--- src/rtl/usart_dreg_pkg.sv ---
package usart_dreg_pkg;
  typedef struct packed {
    logic par;
    logic ovr;
    logic frm;
  } rx_err_t;
endpackage

--- src/rtl/usart_rx_buf.sv ---
module usart_rx_buf
  import usart_dreg_pkg::*;
#(
  parameter int DW = 8
) (
  input  logic          clk,
  input  logic          rst,
  input  logic          rx_done,
  input  logic [DW-1:0] rx_char,
  input  logic          char7,
  input  logic          bus_rd,
  input  logic          rx_perr,
  input  logic          rx_ferr,
  input  logic          err_clr,
  output logic [DW-1:0] buf_q,
  output logic          full_q,
  output rx_err_t       err_q,
  output logic          load
);
  localparam int TOP = DW - 1;

  logic          overrun;
  logic [DW-1:0] masked;

  // a read in the same cycle frees the slot for the arriving character
  assign load    = rx_done && (!full_q || bus_rd);
  assign overrun = rx_done && full_q && !bus_rd;

  always_comb begin
    masked = rx_char;
    if (char7) masked[TOP] = 1'b0;
  end

  always_ff @(posedge clk) begin
    if (rst) begin
      buf_q  <= '0;
      full_q <= 1'b0;
      err_q  <= '0;
    end else begin
      if (load) buf_q <= masked;
      if (load)        full_q <= 1'b1;
      else if (bus_rd) full_q <= 1'b0;
      err_q.par <= (err_q.par & ~err_clr) | (load & rx_perr);
      err_q.frm <= (err_q.frm & ~err_clr) | (load & rx_ferr);
      err_q.ovr <= (err_q.ovr & ~err_clr) | overrun;
    end
  end
endmodule

--- src/rtl/usart_rx_irq.sv ---
module usart_rx_irq (
  input  logic clk,
  input  logic rst,
  input  logic load,
  input  logic rx_ie,
  input  logic bus_rd,
  input  logic err_any,
  output logic irq_q
);
  always_ff @(posedge clk) begin
    if (rst)                                  irq_q <= 1'b0;
    else if (load && rx_ie)                   irq_q <= 1'b1;
    else if (bus_rd && rx_ie && !err_any)     irq_q <= 1'b0;
  end
endmodule

--- src/rtl/usart_tx_buf.sv ---
module usart_tx_buf #(
  parameter int DW = 8
) (
  input  logic          clk,
  input  logic          rst,
  input  logic          bus_wr,
  input  logic [DW-1:0] bus_wdata,
  input  logic          tx_take,
  output logic [DW-1:0] data_q,
  output logic          full_q
);
  always_ff @(posedge clk) begin
    if (rst) begin
      data_q <= '0;
      full_q <= 1'b0;
    end else if (bus_wr && !full_q) begin
      data_q <= bus_wdata;
      full_q <= 1'b1;
    end else if (tx_take) begin
      full_q <= 1'b0;
    end
  end
endmodule

--- src/rtl/usart_data_reg.sv ---
module usart_data_reg
  import usart_dreg_pkg::*;
#(
  parameter int DW = 8
) (
  input  logic          clk,
  input  logic          rst,
  input  logic          bus_rd,
  input  logic          bus_wr,
  input  logic [DW-1:0] bus_wdata,
  output logic [DW-1:0] bus_rdata,
  input  logic          char7,
  input  logic          rx_ie,
  input  logic          rx_done,
  input  logic [DW-1:0] rx_char,
  input  logic          rx_perr,
  input  logic          rx_ferr,
  input  logic          err_clr,
  output logic          rx_full,
  output logic          rx_irq,
  output logic          err_par,
  output logic          err_ovr,
  output logic          err_frm,
  output logic [DW-1:0] tx_data,
  output logic          tx_full,
  input  logic          tx_take
);
  rx_err_t err;
  logic    load;

  usart_rx_buf #(.DW(DW)) u_rx (
    .clk(clk), .rst(rst), .rx_done(rx_done), .rx_char(rx_char),
    .char7(char7), .bus_rd(bus_rd), .rx_perr(rx_perr), .rx_ferr(rx_ferr),
    .err_clr(err_clr), .buf_q(bus_rdata), .full_q(rx_full),
    .err_q(err), .load(load)
  );

  usart_rx_irq u_irq (
    .clk(clk), .rst(rst), .load(load), .rx_ie(rx_ie), .bus_rd(bus_rd),
    .err_any(|err), .irq_q(rx_irq)
  );

  usart_tx_buf #(.DW(DW)) u_tx (
    .clk(clk), .rst(rst), .bus_wr(bus_wr), .bus_wdata(bus_wdata),
    .tx_take(tx_take), .data_q(tx_data), .full_q(tx_full)
  );

  assign err_par = err.par;
  assign err_ovr = err.ovr;
  assign err_frm = err.frm;
endmodule

--- config.mk ---
export PLATFORM = sky130hd
export DESIGN_NAME = usart_data_reg
export DESIGN_NICKNAME = d
export VERILOG_FILES = /design/src/rtl/usart_dreg_pkg.sv /design/src/rtl/usart_rx_buf.sv /design/src/rtl/usart_rx_irq.sv /design/src/rtl/usart_tx_buf.sv /design/src/rtl/usart_data_reg.sv
export SDC_FILE = /design/constraint.sdc
export NUM_CORES = 1
export LEC_CHECK = 0
export ABC_CLOCK_PERIOD_IN_PS = 2200
export BUFFER_PORTS_ARGS = -buffer_cell sky130_fd_sc_hd__buf_2
export CAP_MARGIN = 20
export CORE_MARGIN = 2
export CORE_UTILIZATION = 47
export CTS_BUF_LIST = sky130_fd_sc_hd__clkbuf_2 sky130_fd_sc_hd__clkbuf_4 sky130_fd_sc_hd__clkbuf_8
export DETAILED_ROUTE_END_ITERATION = 12
export PLACE_DENSITY = 0.95
export SLEW_MARGIN = 20
export SYNTH_ARGS = -nofsm -noshare
export SYNTH_HDL_FRONTEND = slang
export SYNTH_SLANG_ARGS = --single-unit
export TNS_END_PERCENT = 100
--- constraint.sdc ---
create_clock -name clk -period 2.2 [get_ports clk]
set_input_delay 0.55 -clock clk [delete_from_list [all_inputs] [get_ports clk]]
set_output_delay 0.55 -clock clk [all_outputs]
set_load 0.01 [all_outputs]
==> results.md, run 1 <==
* Area growth syn-to-layout at 29.24%
* Count of input and output buffers at 48
* Ratio of cells with drive above 1 in the final layout at 0.3786
* Maximum number of pins on one net before global-route repair at 23
* Met3 global-route usage at 0.04762
* Power dissipated by switching net loads at 181.3 uW
* First-pass GRT wire length at between 2 and 3 mm
* CP peak stage delay at ~0.41 ns
* Clock tree root driver cell: clkbuf_4
* Antenna violations before repair at 0
* Post-Place Cells at ~150
* Worst path depth at 1
* Result of the run: completed
* Number of buffers and inverters on the critical path at 1
* Fin. Hold Viols at 0
* Switching share of power at 0.2526
* Number of vias per cell at 5.478
* Width of the die at 45.92 um
* Share of Yosys cell area claimed by the top area cell type at 0.5333
* Number of top-level design ports at about 50
* Number of synthesis warnings at 0
* Achievable frequency at approximately 700 MHz
* Endpoint kind of the worst setup timing path: primary output
* Most congested layer reported by global routing: met2
* Routability cong. at a little under 0.8
* Number of vias in the routed layout at 860
* Cell Rows at 15
* Slowest-stage cell, CP: dfxtp_1
* Relative max-transition margin at 0.6913
* Max Cap Viol at 0
* WP data required at 1.65 ns
* Overall die height at about 46 um
* Ant diodes at 0
* Buffers inserted by post-CTS timing repair at 0
* Final #Nets at 169
* GR Util met2 at 0.3472
* Final setup skew at ~0.011 ns
* Met1 usage at 0.1927
* Startpoint of the lowest-slack hold path: u_tx.data_q[3]$_SDFFE_PP0P_
* CTS Buf Count at 3
* Launching element of the worst setup path: u_rx.full_q$_SDFFE_PP0P_
* H-tree levels at 1
* Remaining antenna violation count at 0
* Relative contribution of combinational cells to total power at 0.158
* Area of the mapped netlist at 825.8 um2
* Via count of the first global-routing pass at around 730
* Critical Path Fanout Max at 3
* Design Area, Final at 1067 um2
* Clock Power Share at 0.238
* Worst hold-check path type: flip-flop to flip-flop
* Placeable Area at around 1700 um2
* CTS tree: yes
* Top post-synthesis cells by area: dfxtp_1, a21oi_1, nand2_1
* Mapped Cells at 95
* Final setup violation count at 0
* Number of sinks on the clock net at 22
* Detail Placement HPWL at 1.429 mm
* Synth Net Count at about 120
* Origin of the critical flop-to-flop path: u_tx.full_q$_SDFFE_PP0P_
* Later-pin clock latency in the skew report at 0.29 ns
* Startpoint-to-endpoint class of the critical path: flip-flop to primary output
* First DRT Iteration DRCs at 9
* Ratio of final minimum period to clock period at 0.6403
* Wirelength, routed at 1.888 mm
* Hold bufs inserted after CTS at 0
* Total negative setup slack at 0 ns
* Final worst path period need at 1.409 ns
* Avg Synthesized Cell Area at roughly 8.7 um2
* Global-route congestion overflow total at 0
* Cell family with the largest share of critical-path delay: flip-flops
* Power density relative to cell area at 672.7 nW/um2
* Reported leakage power at between 0.5 and 0.6 nW
* Worst Hold Depth at 2
* Post-DR wirelength/cell at ~12 um
* Cells traversed along the worst timing path: buf_2
* Instance area after placement at around 1000 um2
* Iteration count of the initial detailed-routing pass at 3
* Unique cell type count in the Yosys netlist at 21
* Transition time at the pin with the least slew margin at about 0.46 ns
* Startpoint Class: flip-flop
* DR DRC count at 0
* CTS-repair resized insts at 0
* Maximum number of buffers from clock root to sink at 2
* Peak VDD IR at 0.4104 mV
* Area of the die at 2108 um2
* Internal Dissipation at approximately 540 uW
* Flip-flop and latch count after synthesis at 22
* Final Max Tran Viols at 0
* Clock transition at the registers of the reported paths at 0.12 ns
* Global Route Usage Sum at 0.1851
* Number of cells on the worst reg-to-reg path at 3
* Proportion of synthesized chip area in sequential cells at 0.5333
* Arrival time worst endpoint at 0.86 ns
* Sequential cell fraction of total power at 0.604
* Filler cell count in the final layout at roughly 160
* Post-Layout Cell Count at 157
* Post-synthesis cell type with the largest combined area: dfxtp_1
* Effective utilization at floorplan at 0.4889
* Unrepaired setup endpoints after global routing: no
==> Yosys cell counts <==
| library cell | number |
|---|---|
| dfxtp_1 | 22 |
| nand2b_1 | 2 |
| clkbuf_4 | 1 |
| buf_2 | 1 |
| a32oi_1 | 2 |
| a21oi_1 | 19 |
| and2b_4 | 1 |
| o21ai_0 | 8 |
| nor2_1 | 3 |
| nand4b_1 | 1 |
| buf_8 | 1 |
| a22oi_1 | 1 |
| clkbuf_1 | 1 |
| inv_1 | 2 |
| buf_1 | 1 |
| buf_4 | 1 |
| nor2b_1 | 1 |
| o41ai_1 | 1 |
| nand3_1 | 8 |
| nand2_1 | 17 |
| nand2b_4 | 1 |
==> cells by family (layout without fill, tap and decap cells) <==
logic type             Yosys count  in the layout  share of synthesized area
flip-flops                      22             22                     0.5333
buffers and inverters            8             53                    0.06060
AO/OA/AOI/OAI                   31             31                     0.2046
AND/OR/NAND/NOR                 34             34                     0.2015
==> cell usage in the layout (no fill, tap or decap) <==
| cell type | instances |
|---|---|
| a32oi_1 | 2 |
| inv_1 | 2 |
| nand2b_4 | 1 |
| clkbuf_4 | 3 |
| o21ai_0 | 8 |
| nand3_1 | 8 |
| and2b_4 | 1 |
| nand4b_1 | 1 |
| dfxtp_1 | 22 |
| nor2_1 | 3 |
| a21oi_1 | 19 |
| buf_2 | 48 |
| nor2b_1 | 1 |
| o41ai_1 | 1 |
| nand2b_1 | 2 |
| a22oi_1 | 1 |
| nand2_1 | 17 |
==> sequential cells by signal, summed over array words and instances (netlist names) <==
signal / count
u_tx.full_q: 1
u_rx.err_q: 3
u_rx.buf_q: 8
u_irq.irq_q: 1
u_tx.data_q: 8
u_rx.full_q: 1
==> cell type report <==
class,count,area [um2],area share
Timing Repair Buffer,48,240.2,0.2251
Tap cell,17,21.27,0.01993
Sequential cell,22,440.4,0.4127
Inverter,2,7.507,0.007034
Multi-Input combinational cell,65,335.3,0.3142
Clock buffer,3,22.52,0.02110
==> power by group through the flow <==
stage | registers (mW) | clock network (mW) | logic, mW
finish | 0.434 | 0.171 | 0.113
global route | 0.437 | 0.193 | 0.126
CTS | 0.434 | 0.179 | 0.114
detailed placement | 0.443 | 0 | 0.113
global placement | 0.442 | 0 | 0.110
floorplan | 0.454 | 0 | 0.0533
==> per-layer routing <==
| metal | up-vias | wire length (um) |
|---|---|---|
| met2 | 35 | 949 |
| met1 | 401 | 773 |
| li1 | 422 | - |
| met5 | - | 0 |
| met3 | 2 | 157 |
| met4 | 0 | 8 |
==> worst register-to-register path, cell delays in order (launching register included) <==
cell,delay [ns]
dfxtp_1,0.34
nor2b_1,0.39
nand2_1,0.10
a21oi_1,0.14
==> path summary, 6_finish.rpt <==
check	to	slack [ns]
max	rx_full	0.79
min	u_tx.data_q[3]$_SDFFE_PP0P_	0.46
max reg2reg	u_tx.data_q[6]$_SDFFE_PP0P_	1.17
min reg2reg	u_tx.data_q[3]$_SDFFE_PP0P_	0.46
==> through the flow <==
step	setup slack (ns)	hold slack (ns)	utilization	power (mW)
2_1_floorplan	1.128	0.4745	-	0.5070
6_report	0.7913	0.4618	0.6319	0.7179
3_3_place_gp	0.8660	0.4405	0.6185	0.5519
3_5_place_dp	0.8132	0.4486	0.6185	0.5567
4_1_cts	0.7715	0.4666	0.6319	0.7270
5_1_grt	0.7313	0.4615	0.6319	0.7561
Power figures use the tool's default switching activity.
==> run 2, diff against run 1 <==
ABC_CLOCK_PERIOD_IN_PS = 1200   (was 2200)
CORE_UTILIZATION = 39   (was 47)
PLACE_DENSITY = 0.87   (was 0.95)
clock period = 1.2 ns   (was 2.2 ns; I/O delays follow)
==> run 2 against run 1 <==
Global-route usage down 2.9 points. Final area up 3.3%. Register-to-register slack worse by 1.0 ns. Critical path depth unchanged. Worst hold slack worse by 0.23 ns. First-iteration DRC count unchanged. Count of clock-buffer cells in the layout up 1.
==> results.md, run 2 (synthesis results as in run 1) <==
* Cell family with the largest share of critical-path delay: flip-flops
* Worst hold-check path type: primary input to flip-flop
* Number of vias in the routed layout at 823 (-4.3%)
* Cell Rows at 16 (+1)
* Clock tree root driver cell: clkbuf_4
* Cells traversed along the worst timing path: buf_2
* Width of the die at 50.02 um (+8.9%)
* Arrival time worst endpoint at 0.82 ns (-0.04 ns)
* Unrepaired setup endpoints after global routing: yes
* Result of the run: completed
* Sequential Area at 441.7 um2 (+0.28%)
* Slowest-stage cell, CP: dfxtp_1
* First DRT Iteration DRCs at 9 (unchanged)
* CP peak stage delay at 0.38 ns (-0.03 ns)
* Peak VDD IR at 0.7496 mV (+83%)
* Number of vias per cell at 4.870 (-11%)
* Maximum number of buffers from clock root to sink at 2 (unchanged)
* Global-route congestion overflow total at 0 (unchanged)
* Total negative setup slack at 0 ns (unchanged)
* CTS Buf Count at 3 (unchanged)
* Relative max-transition margin at 0.6889 (-0.002451)
* Max Cap Viol at 0 (unchanged)
* Maximum number of pins on one net before global-route repair at 23 (unchanged)
* Startpoint Class: flip-flop
* Design Area, Final at 1102 um2 (+3.3%)
* Remaining antenna violation count at 0 (unchanged)
* Number of top-level design ports at 49 (unchanged)
* Later-pin clock latency in the skew report at 0.29 ns (about the same)
* Placeable Area at 1982 um2 (+17%)
* Final setup skew at 0.002425 ns (-0.008383 ns)
* Via count of the first global-routing pass at 761 (+4.1%)
* Critical Path Fanout Max at 3 (unchanged)
* Clock transition at the registers of the reported paths at 0.12 ns (about the same)
* CTS tree: yes
* Overall die height at 50.02 um (+8.9%)
* Ant diodes at 0 (unchanged)
* Power density relative to cell area at 1266 nW/um2 (+88%)
* Wirelength, routed at 1.867 mm (-1.1%)
* Worst-case hold slack at 0.2299 ns (-0.2320 ns)
* Final worst path period need at 1.124 ns
* Ratio of final minimum period to clock period at 0.9365
* First-pass GRT wire length at 3.049 mm (+8.6%)
* Transition time at the pin with the least slew margin at 0.4657 ns (+0.003669 ns)
* Top library cells by usage in the layout, fill and taps aside: buf_2, dfxtp_1, a21oi_1
* Antenna violations before repair at 0 (unchanged)
* Achievable frequency at a little under 900 MHz
* Most common library cell in the layout ignoring fill and taps: buf_2
* Iteration count of the initial detailed-routing pass at 4 (+1)
* Number of sinks on the clock net at 22 (unchanged)
* Count of input and output buffers at 48 (unchanged)
* Largest registers: u_rx.buf_q: 8 flops, u_tx.data_q: 8 flops, u_rx.err_q: 3 flops
* Global Route Usage Sum at 0.1560 (-0.02907)
* Total power draw at 1.396 mW (+94%)
* Final #Nets at 170 (+0.59%)
* Effective utilization at floorplan at 0.4167 (-0.07222)
* WP data required at 0.90 ns (-0.75 ns)
* Final Max Tran Viols at 0 (unchanged)
* End-of-flow core utilization at 0.5562 (-0.07566)
* Startpoint-to-endpoint class of the critical path: flip-flop to primary output
* Fin. Hold Viols at 0 (unchanged)
* Ratio of cells with drive above 1 in the final layout at 0.3944 (+0.01579)
* H-tree levels at 1 (unchanged)
* Detail Placement HPWL at 1.430 mm (about the same)
* Instance area after placement at 1065 um2 (+1.9%)
* Final setup violation count at 0 (unchanged)
* Post-DR wirelength/cell at 11.05 um (-8.1%)
* DR DRC count at 0 (unchanged)
* Endpoint kind of the worst setup timing path: primary output
* Area growth syn-to-layout at 33.49%
* Routability cong. at 0.8012 (+3.9%)
* Reported leakage power at 0.5314 nW (+2.4%)
* Filler cell count in the final layout at 188 (+21%)
* Footprint of the multi-input gates at 335.3 um2 (unchanged)
* Number of buffers and inverters on the critical path at 1 (unchanged)
* Area of the die at 2502 um2 (+19%)
[run 2: cell types whose count changed in the layout (fill, tap and decap cells not counted), sizes merged]
| cell | before | now |
|---|---|---|
| clkbuf | 3 | 4 |
| buf | 48 | 49 |
[run 2: per-stage QoR]
stage / worst slack (ns) / cells
after global placement: 0.1293 / 165
after global routing: -0.005393 / 169
after CTS: 0.01741 / 169
after detailed placement: 0.08605 / 165
after floorplan: 0.3110 / 95
final: 0.07626 / 169
[run 2: timing repair]
item,4_1_cts,5_1_grt
hold buffers,0,0
endpoints found under the hold margin,0,0
setup endpoints to repair,0,2
gates resized for setup,0,1
buffers inserted,0,0
[run 2: worst paths after layout]
check                                endpoint  slack (ns)                        start  depth (start not counted)
setup / recovery                      err_frm        0.08     u_rx.err_q[0]$_SDFF_PP0_                          1
hold / removal    u_tx.data_q[5]$_SDFFE_PP0P_        0.23                 bus_wdata[5]                          3
setup reg to reg  u_tx.data_q[6]$_SDFFE_PP0P_        0.16     u_tx.full_q$_SDFFE_PP0P_                          3
hold reg to reg   u_tx.data_q[0]$_SDFFE_PP0P_        0.46  u_tx.data_q[0]$_SDFFE_PP0P_                          2
[run 2: area by class of cell]
cell class / instances / share of cell area
clock buffers: 4 / 0.03292
inverters: 2 / 0.006810
multi-input cells: 65 / 0.3042
flip-flops and latches: 22 / 0.4007
well taps: 27 / 0.03065
repair buffers: 49 / 0.2247
[run 2: metal layers]
metal / global-route usage / share of wire / vias up
li1: - / - / 420
met1: 0.1670 / 0.42 / 358
met2: 0.2785 / 0.49 / 45
met3: 0.03636 / 0.088 / 0
met4: 0.08333 / 0 / 0
met5: 0 / 0 / -
[run 2: report_power, final]
group	total (mW)	leakage [nW]	switching, mW	internal [mW]
registers	0.796	0.181	0.0227	0.773
clock network	0.391	0.0210	0.207	0.185
logic	0.209	0.329	0.112	0.0968
==> run 3, diff against run 2 <==
CORE_UTILIZATION = 41   (was 39)
GPL_TIMING_DRIVEN = 0   (was not set)
PLACE_DENSITY = 0.88   (was 0.87)
SYNTH_HIERARCHICAL = 1   (was not set)
==> run 3 against run 2 <==
Total power is 4.3% higher. Routed wire length is 19% higher. First-iteration DRC count is 22% lower. Global-route usage is 2.8 points higher. Critical path depth is 3 higher. Final area is 12% higher. Clock power is 3% higher. Die area is 6.1% higher. Via count is 13% higher. Synthesized cell count is 2.1% higher. Combinational power is 22% higher.
==> results.md, run 3 <==
* Iteration count of the initial detailed-routing pass at 4 (unchanged)
* WP data required at 1.41 ns (+0.51 ns)
* Transition time at the pin with the least slew margin at 0.4182 ns (-0.04748 ns)
* Fin. Hold Viols at 0 (unchanged)
* Relative contribution of combinational cells to total power at 0.175 (+0.025)
* Final setup skew at 0.001949 ns (-0.0004762 ns)
* Area growth syn-to-layout at 33.65%
* Synth Net Count at 124 (+1.6%)
* Sequential cell fraction of total power at 0.547 (-0.023)
* CTS Buf Count at 3 (unchanged)
* Top post-synthesis cells by count: dfxtp_1, a21oi_1, nand2b_1
* CTS-repair resized insts at 0 (unchanged)
* Most frequently used cell type in the post-synthesis netlist: dfxtp_1
* Area of the mapped netlist at 925.9 um2 (+12%)
* Buffers inserted by post-CTS timing repair at 0 (unchanged)
* Power dissipated by switching net loads at 372.1 uW (+9.0%)
* Relative max-transition margin at 0.7212 (+0.03229)
* Number of vias in the routed layout at 934 (+13%)
* Number of vias per cell at 5.277 (+8.4%)
* Unique cell type count in the Yosys netlist at 19 (-9.5%)
* Later-pin clock latency in the skew report at 0.31 ns (+0.02 ns)
* Area of the die at 2654 um2 (+6.1%)
* Achievable frequency at 876.1 MHz (-1.5%)
* Worst hold-check path type: primary input to flip-flop
* Result of the run: completed
* H-tree levels at 1 (unchanged)
* Reported leakage power at 0.5655 nW (+6.4%)
* Wirelength, routed at 2.214 mm (+19%)
* Post-synthesis cell type with the largest combined area: dfxtp_1
* Global Route Usage Sum at 0.1841 (+0.02811)
* Number of buffers and inverters on the critical path at 0 (-1)
* CTS tree: yes
* Routability cong. at 0.6927 (-14%)
* Top post-synthesis cells by area: dfxtp_1, nand4bb_1, o21ai_2
* Maximum number of buffers from clock root to sink at 2 (unchanged)
* Critical Path Fanout Max at 3 (unchanged)
* Number of top-level design ports at 49 (unchanged)
* Ratio of final minimum period to clock period at 0.9511 (+0.01469)
* Unrepaired setup endpoints after global routing: no
* Clock Power Share at 0.277 (-0.003)
* DR DRC count at 0 (unchanged)
* Share of Yosys cell area claimed by the top area cell type at 0.4757 (-0.05766)
* Mapped Cells at 97 (+2.1%)
* Placeable Area at 2170 um2 (+9.5%)
* Detail Placement HPWL at 1.709 mm (+20%)
* Worst reg2reg endpoint: u_irq/irq_q$_SDFFE_PP0P_
* Ant diodes at 0 (unchanged)
* Total negative setup slack at 0 ns (unchanged)
* Global-route congestion overflow total at 0 (unchanged)
* Setup slack of the worst register-to-register path at 0.06 ns (-0.10 ns)
* Share of synthesized registers carrying an async set or reset at 0 (unchanged)
* Internal Dissipation at 1.084 mW (+2.8%)
* Worst Hold Depth at 2 (-1)
* Top library cells by usage in the layout, fill and taps aside: buf_2, dfxtp_1, a21oi_1
* Avg Synthesized Cell Area at 9.545 um2 (+9.8%)
* Most common library cell in the layout ignoring fill and taps: buf_2
* Endpoint kind of the worst setup timing path: flip-flop
* Count of flip-flops with a built-in enable after synthesis at 0 (unchanged)
* Clock transition at the registers of the reported paths at 0.12 ns (about the same)
* Total power draw at 1.456 mW (+4.3%)
* Number of cells on the worst reg-to-reg path at 4 (+1)
* Proportion of synthesized chip area in sequential cells at 0.4757 (-0.05766)
* Largest registers: u_rx/buf_q: 8 flops, u_tx/data_q: 8 flops, u_rx/err_q: 3 flops
* Number of sinks on the clock net at 22 (unchanged)
* First DRT Iteration DRCs at 7 (-2)
* Startpoint Class: flip-flop
* Peak VDD IR at 0.8306 mV (+11%)
* Ratio of cells with drive above 1 in the final layout at 0.4362 (+0.04188)
* Final Max Tran Viols at 0 (unchanged)
* Remaining antenna violation count at 0 (unchanged)
* Final #Nets at 177 (+4.1%)
* Startpoint of the lowest-slack hold path: tx_take
* Flip-flop and latch count after synthesis at 22 (unchanged)
* Slowest-stage cell, CP: or3_1
* CP peak stage delay at 0.35 ns (-0.03 ns)
* First-pass GRT wire length at 3.643 mm (+19%)
* Clock tree root driver cell: clkbuf_4
* Origin of the critical flop-to-flop path: u_rx/err_q[1]$_SDFF_PP0_
* Effective utilization at floorplan at 0.4268 (+0.01009)
* Maximum number of pins on one net before global-route repair at 13 (-43%)
* Startpoint-to-endpoint class of the critical path: flip-flop to flip-flop
* Count of input and output buffers at 48 (unchanged)
* Final setup violation count at 0 (unchanged)
* Commonest register cell after synthesis: dfxtp_1
* Cell Rows at 17 (+1)
* Antenna violations before repair at 0 (unchanged)
* Overall die height at 51.52 um (+3.0%)
* Hold bufs inserted after CTS at 0 (unchanged)
* Number of synthesis warnings at 6 (+6)
* Power density relative to cell area at 1177 nW/um2 (-7.1%)
* Cells traversed along the worst timing path: or3_1 > nand3b_1 > a22oi_1 > nor2_1
* Via count of the first global-routing pass at 865 (+14%)
* Max Cap Viol at 0 (unchanged)
* Post-DR wirelength/cell at 12.51 um (+13%)
* Cell family with the largest share of critical-path delay: simple AND/OR/NAND/NOR gates
* Terminating pin of the worst hold path: u_tx/full_q$_SDFFE_PP0P_
* Arrival time worst endpoint at 1.35 ns (+0.53 ns)
* Width of the die at 51.52 um (+3.0%)
* Switching share of power at 0.2556 (+0.01100)
* Final worst path period need at 1.141 ns (+0.01762 ns)
## run 3: cell count changes in the layout (fill, tap and decap cells not counted), moves of 2 or more
cell | previous run | this run
nand4bb_1 | 0 | 8
o21ai_2 | 0 | 8
a21oi_1 | 19 | 12
clkbuf_1 | 0 | 2
nand2_1 | 17 | 0
a32oi_1 | 2 | 0
nand2b_1 | 2 | 11
buf_2 | 48 | 50
## run 3: cell type report
cell class              count  area, um2
plain buffers               6      32.53
clock buffers               4      36.28
fillers                   218      932.1
inverters                   1      3.754
multi-input cells          68      449.2
flip-flops and latches     22      440.4
well taps                  28      35.03
repair buffers             48      240.2
## run 3: worst max path at each step
stage / from / endpoint / slack (ns) / depth (start not counted)
2_1_floorplan: u_rx/err_q[1]$_SDFF_PP0_ / u_irq/irq_q$_SDFFE_PP0P_ / 0.09 / 4
4_1_cts: u_rx/err_q[1]$_SDFF_PP0_ / u_irq/irq_q$_SDFFE_PP0P_ / 0.06 / 4
3_3_place_gp: rst / u_tx/data_q[3]$_SDFFE_PP0P_ / 0.06 / 4
3_5_place_dp: rst / u_tx/data_q[3]$_SDFFE_PP0P_ / 0.04 / 4
6_report: u_rx/err_q[1]$_SDFF_PP0_ / u_irq/irq_q$_SDFFE_PP0P_ / 0.06 / 4
5_1_grt: u_rx/err_q[1]$_SDFF_PP0_ / u_irq/irq_q$_SDFFE_PP0P_ / 0.01 / 4
## run 3: stage by stage
| stage | area (um2) | hold WS (ns) | cells | setup WS, ns | util |
|---|---|---|---|---|---|
| floorplan | 925.9 | 0.3691 | 97 | 0.09073 | - |
| global placement | 1201 | 0.4618 | 173 | 0.05849 | 0.5536 |
| detailed placement | 1201 | 0.4689 | 173 | 0.03543 | 0.5536 |
| CTS | 1237 | 0.1512 | 177 | 0.05778 | 0.5704 |
| global route | 1237 | 0.1644 | 177 | 0.01099 | 0.5704 |
| finish | 1237 | 0.1677 | 177 | 0.05864 | 0.5704 |
## run 3: logic make-up (layout without fill, tap and decap cells)
| family | Yosys count | in the layout | synth area share |
|---|---|---|---|
| flops | 22 | 22 | 0.4757 |
| compound gates | 30 | 30 | 0.2000 |
| buf+inv | 7 | 59 | 0.03918 |
| simple gates | 38 | 38 | 0.2851 |
## run 3: power groups by stage
stage	Sequential (mW)	Combinational [mW]	Clock (mW)
2_1_floorplan	0.833	0.118	0
4_1_cts	0.797	0.257	0.426
3_3_place_gp	0.810	0.248	0
3_5_place_dp	0.814	0.256	0
5_1_grt	0.802	0.282	0.456
6_report	0.797	0.255	0.404
## run 3: per-layer routing
metal / wire (um) / GRT usage / up-vias
li1: - / - / 452
met1: 929 / 0.2004 / 431
met2: 1047 / 0.3355 / 46
met3: 196 / 0.03736 / 5
met4: 40 / 0.09211 / 0
met5: 0 / 0 / -
